--- config.mk ---
export PLATFORM = sky130hd
export DESIGN_NAME = fault_record_unit
export DESIGN_NICKNAME = d
export VERILOG_FILES = /design/src/rtl/fault_rec_pkg.sv /design/src/rtl/fr_flat_build.sv /design/src/rtl/fr_class_build.sv /design/src/rtl/fr_event_arb.sv /design/src/rtl/fr_en_reg.sv /design/src/rtl/fr_rst_sync.sv /design/src/rtl/fault_record_unit.sv
export SDC_FILE = /design/constraint.sdc
export NUM_CORES = 1
export LEC_CHECK = 0
export ABC_AREA = 1
export CAP_MARGIN = 25
export CORE_UTILIZATION = 38
export CTS_CLUSTER_SIZE = 14
export DETAILED_ROUTE_END_ITERATION = 10
export PLACE_DENSITY = 0.79
export REMOVE_ABC_BUFFERS = 1
export SLEW_MARGIN = 20
export SYNTH_ARGS = -nofsm -noshare
export SYNTH_HDL_FRONTEND = slang
export SYNTH_SLANG_ARGS = --single-unit
--- constraint.sdc ---
create_clock -name clk -period 2.1 [get_ports clk]
set_clock_uncertainty 0.2 [all_clocks]
set_input_delay 0.525 -clock clk [delete_from_list [all_inputs] [get_ports clk]]
set_output_delay 0.525 -clock clk [all_outputs]
set_load 0.05 [all_outputs]
--- src/rtl/fault_rec_pkg.sv ---
package fault_rec_pkg;
  localparam int ACC_W  = 3;
  localparam int CODE_W = 3;
  localparam int CTX_W  = 2;

  typedef enum logic [CTX_W-1:0] {
    CTX_PRIMARY   = 2'd0,
    CTX_SECONDARY = 2'd1,
    CTX_NUCLEUS   = 2'd2
  } ctx_class_e;

  // flat layout field positions
  localparam int FL_OVF  = 0;
  localparam int FL_VLD  = 1;
  localparam int FL_CODE = 2;
  localparam int FL_ACC  = FL_CODE + CODE_W;
  localparam int FL_TOP  = FL_ACC + ACC_W;

  // classed layout field positions
  localparam int CL_VLD  = 0;
  localparam int CL_OVW  = 1;
  localparam int CL_PRV  = 2;
  localparam int CL_CTX  = 3;
  localparam int CL_CODE = CL_CTX + CTX_W;
  localparam int CL_ACC  = CL_CODE + CODE_W;
  localparam int CL_TOP  = CL_ACC + ACC_W;
endpackage

--- src/rtl/fr_flat_build.sv ---
module fr_flat_build
  import fault_rec_pkg::*;
#(
  parameter int SW = 16
) (
  input  logic [SW-1:0]     old_sts,
  input  logic [ACC_W-1:0]  acc,
  input  logic [CODE_W-1:0] code,
  output logic [SW-1:0]     new_sts
);
  always_comb begin
    new_sts                     = '0;
    new_sts[FL_OVF]             = |old_sts;
    new_sts[FL_VLD]             = 1'b1;
    new_sts[FL_CODE +: CODE_W]  = code;
    new_sts[FL_ACC  +: ACC_W]   = acc;
  end
endmodule

--- src/rtl/fr_class_build.sv ---
module fr_class_build
  import fault_rec_pkg::*;
#(
  parameter int SW = 16
) (
  input  logic [SW-1:0]     old_sts,
  input  logic [ACC_W-1:0]  acc,
  input  logic [CODE_W-1:0] code,
  input  logic              priv,
  input  logic              trap_nz,
  input  logic              ctx_sel,
  output logic [SW-1:0]     new_sts
);
  ctx_class_e ctx_cls;

  always_comb begin
    if (trap_nz)      ctx_cls = CTX_NUCLEUS;
    else if (ctx_sel) ctx_cls = CTX_SECONDARY;
    else              ctx_cls = CTX_PRIMARY;
  end

  always_comb begin
    new_sts                     = '0;
    new_sts[CL_VLD]             = 1'b1;
    new_sts[CL_OVW]             = old_sts[CL_VLD];
    new_sts[CL_PRV]             = priv;
    new_sts[CL_CTX  +: CTX_W]   = ctx_cls;
    new_sts[CL_CODE +: CODE_W]  = code;
    new_sts[CL_ACC  +: ACC_W]   = acc;
  end
endmodule

--- src/rtl/fr_event_arb.sv ---
module fr_event_arb
  import fault_rec_pkg::*;
#(
  parameter logic [CODE_W-1:0] MIS_CODE = 3'd7
) (
  input  logic              fault_evt,
  input  logic              misalign_evt,
  input  logic [CODE_W-1:0] fault_code,
  output logic              evt,
  output logic [CODE_W-1:0] code_sel
);
  always_comb begin
    evt      = fault_evt | misalign_evt;
    code_sel = fault_evt ? fault_code : MIS_CODE;
  end
endmodule

--- src/rtl/fr_en_reg.sv ---
module fr_en_reg #(
  parameter int W = 8
) (
  input  logic         clk,
  input  logic         rst_n,
  input  logic         en,
  input  logic [W-1:0] d,
  output logic [W-1:0] q
);
  always_ff @(posedge clk or negedge rst_n) begin
    if (!rst_n)  q <= '0;
    else if (en) q <= d;
  end
endmodule

--- src/rtl/fr_rst_sync.sv ---
module fr_rst_sync #(
  parameter int STAGES = 2
) (
  input  logic clk,
  input  logic rst_n,
  output logic rst_sync_n
);
  logic [STAGES-1:0] chain_q;

  always_ff @(posedge clk or negedge rst_n) begin
    if (!rst_n) chain_q <= '0;
    else        chain_q <= {chain_q[STAGES-2:0], 1'b1};
  end

  assign rst_sync_n = chain_q[STAGES-1];
endmodule

--- src/rtl/fault_record_unit.sv ---
module fault_record_unit
  import fault_rec_pkg::*;
#(
  parameter int                AW       = 32,
  parameter int                SW       = 16,
  parameter int                FMT_SEL  = 0,
  parameter logic [CODE_W-1:0] MIS_CODE = 3'd7
) (
  input  logic              clk,
  input  logic              rst_n,
  input  logic              fault_evt,
  input  logic              misalign_evt,
  input  logic [AW-1:0]     fault_vaddr,
  input  logic [ACC_W-1:0]  fault_acc,
  input  logic [CODE_W-1:0] fault_code,
  input  logic              priv_mode,
  input  logic              trap_lvl_nz,
  input  logic              ctx_sel,
  input  logic              sts_rd,
  output logic [SW-1:0]     sts_rdata,
  output logic [AW-1:0]     far_rdata
);
  localparam int NEED_W = (FMT_SEL == 0) ? FL_TOP : CL_TOP;

  logic              rst_int_n;
  logic              evt;
  logic [CODE_W-1:0] code_sel;
  logic [SW-1:0]     sts_q;
  logic [SW-1:0]     sts_built;
  logic [SW-1:0]     sts_d;
  logic              sts_en;
  logic [AW-1:0]     far_q;

  initial begin
    if (SW < NEED_W) $error("status width too small for layout");
  end

  fr_rst_sync #(.STAGES(2)) rst_sync_i (
    .clk        (clk),
    .rst_n      (rst_n),
    .rst_sync_n (rst_int_n)
  );

  fr_event_arb #(.MIS_CODE(MIS_CODE)) arb_i (
    .fault_evt    (fault_evt),
    .misalign_evt (misalign_evt),
    .fault_code   (fault_code),
    .evt          (evt),
    .code_sel     (code_sel)
  );

  generate
    if (FMT_SEL == 0) begin : g_flat
      fr_flat_build #(.SW(SW)) build_i (
        .old_sts (sts_q),
        .acc     (fault_acc),
        .code    (code_sel),
        .new_sts (sts_built)
      );
    end else begin : g_class
      fr_class_build #(.SW(SW)) build_i (
        .old_sts (sts_q),
        .acc     (fault_acc),
        .code    (code_sel),
        .priv    (priv_mode),
        .trap_nz (trap_lvl_nz),
        .ctx_sel (ctx_sel),
        .new_sts (sts_built)
      );
    end
  endgenerate

  // next-state: an event outranks the read-clear
  always_comb begin
    sts_en = evt | sts_rd;
    if (evt) sts_d = sts_built;
    else     sts_d = '0;
  end

  fr_en_reg #(.W(SW)) sts_reg_i (
    .clk   (clk),
    .rst_n (rst_int_n),
    .en    (sts_en),
    .d     (sts_d),
    .q     (sts_q)
  );

  fr_en_reg #(.W(AW)) far_reg_i (
    .clk   (clk),
    .rst_n (rst_int_n),
    .en    (evt),
    .d     (fault_vaddr),
    .q     (far_q)
  );

  assign sts_rdata = sts_q;
  assign far_rdata = far_q;
endmodule

==> out/results.ini <==
[run_status]
status = finished, final reports clean

[setup_path]
r2r_cells = 1
worstPathRequired_ns = 2.08
crit_fanout = 17
worstSetupPathType = in2reg
arrival_ns = 1.64
critPathTopFamily = buffers and inverters
startpoint_type = primary input
max_stage_delay_ns = 0.47
cpMaxStageDelayCell = clkdlybuf4s50_1
cp_num_cells = 7
crit_chain = clkdlybuf4s50_1 -> inv_2 -> nand2_2 -> inv_2 -> buf_4 -> nand2_1 -> nand2_1
crit_buf_inv = 4
worstSetupEndpointType = flop

[sta]
final.period_utilization_pct = 79.0
drv_slew = 0
max_slew_margin_pct = 65.5
fmax_mhz = 603
rsz0062_at_grt = false
setup_tns_ns = 0
worst_pin_slew_ns = 0.517
period_needed_ns = 1.66
finalSetupViolations = 0
hold_viol = 0

[floorplan]
core_sq_mm = 0.00412
start_util_pct = 40.9
io_pins = 94
die_width_microns = 68.5
rows = 23
dieArea_sq_mm = 0.00470
dieHeight_microns = 68.5

[logic_synthesis]
synth.area.top_cells = dfrtp_1, nand2_1, buf_4
synth.largest_area_cell = dfrtp_1
synth_top_area_share_pct = 62.5
synthFlopType = dfrtp_1
synth.distinct_cells = 13
synthArstFlopShare_pct = 100
syn_inst = 190
synth_edf_count = 0
yosysWarnings = 0
ys_ff_latch = 42
synth_common_cells = nand2_1, dfrtp_1, buf_4
ys_seq_area_share_pct = 62.5
synth_most_common_cell = nand2_1
netlist_area_sq_mm = 0.00168
avgSynthCellArea_sq_um = 8.86

[global_routing]
grt_max_degree = 25
overflow = 0
antenna_found_initial = 0
grt_usage_pct = 17.2
grt_pass1_wl_microns = 5840
first_global_vias = 1339

[drt]
vias_per_cell = 4.45
via_count = 1459
drc = 0
antenna_left = 0
drt_iter0_drc = 128
wire_per_inst_microns = 11.1
dr.pass1.iters = 5
wirelength_microns = 3640

[placed_design]
finalWeightedCongestion = 0.686
hpwl_microns = 2790
port_buffers = 82
placed_area_sq_mm = 0.00242

[clock_tree]
ctsHoldBuffers = 0
cts_root_buf = clkbuf_8
clk_path_buf_depth = 2
post-cts-setup-buffers = 0
cts.clk_slew.worst_paths_ns = 0.08
cts_tree = done
cts_inserted_buffers = 5
post_cts_resized = 0
cts_sinks = 42
clk_latency_ns = 0.29
cts.htree.levels = 2

[layout]
antenna_cells = 0
design_area_sq_mm = 0.00253
drive_gt1_share_pct = 21.2
syn_to_final_growth_pct = 50.6
fin_nets = 323
fillers = 368

[job]
cap_violations = 0

[worst_hold_path]
hp-class = reg2async

[power]
power_density_mw_per_mm2 = 821
power_mw = 2.08
ir_drop_v = 0.000440
p_leak_nw = 1.33

-- cell type report --
class	instances	area [sq um]	share of cell area, %
clock inverters	3	40.0	1.58
multi-input cells	135	522	20.6
inverters	4	15.0	0.593
clock buffers	5	68.8	2.72
repair buffers	89	773	30.5
well taps	50	62.6	2.47
flip-flops and latches	42	1050	41.5
-- final timing paths --
kind	slack [ns]	endpoint	start
hold / removal	0.05	far_reg_i.q[28]$_DFFE_PN0N_	rst_sync_i.chain_q[1]$_DFF_PN0_
setup / recovery	0.44	far_reg_i.q[5]$_DFFE_PN0N_	fault_evt
max in group asynchronous	1.03	far_reg_i.q[2]$_DFFE_PN0N_	rst_sync_i.chain_q[1]$_DFF_PN0_
min in group clk	0.15	rst_sync_i.chain_q[1]$_DFF_PN0_	rst_sync_i.chain_q[0]$_DFF_PN0_
hold reg to reg	0.05	far_reg_i.q[28]$_DFFE_PN0N_	rst_sync_i.chain_q[1]$_DFF_PN0_
setup reg to reg	1.03	far_reg_i.q[2]$_DFFE_PN0N_	rst_sync_i.chain_q[1]$_DFF_PN0_
-- layer usage --
metal	vias to the layer above	GRT usage, %	part of all wire, %
li1	726	-	-
met4	0	7.03	1.5
met1	673	18.8	40
met2	54	30.9	51
met3	6	5.10	7.6
met5	-	0	0
-- cell usage in the layout (no fill, tap or decap), drive strengths merged --
cell type        n
clkdlybuf4s50   42
clkbuf           5
clkinv           2
nand2          110
dfrtp           42
a21oi            1
bufinv           1
conb             9
nor2             6
inv              4
o21ai            3
buf             47
nand3            6
-- metrics by stage --
step / instances / worst slack (ns) / util (%) / hold slack [ns]
after global placement: 320 / 0.135 / 58.9 / 0.0627
after global routing: 328 / 0.325 / 61.6 / 0.105
after floorplan: 181 / 0.334 / - / 0.0294
after CTS: 328 / 0.425 / 61.6 / 0.0733
final: 328 / 0.440 / 61.6 / 0.0457
after detailed placement: 320 / 0.105 / 58.9 / 0.0656
-- sequential cells by signal, indices dropped and copies added, names as in the netlist --
register,cells
far_reg_i.q,32
sts_reg_i.q,8
rst_sync_i.chain_q,2
-- power by group --
group	switching, mW	internal [mW]	total, mW
logic	0.359	0.186	0.546
registers	0.0467	0.873	0.919
clock network	0.266	0.350	0.616
-- logic make-up after synthesis --
logic type | after synthesis | share of synthesized area (%)
AOI/OAI and AO/OA | 4 | 1.19
buffers and inverters | 20 | 8.10
DFF | 42 | 62.5
other | 2 | 0.446
and+or+nand+nor | 122 | 27.8
(Power assumes the default switching activity.)
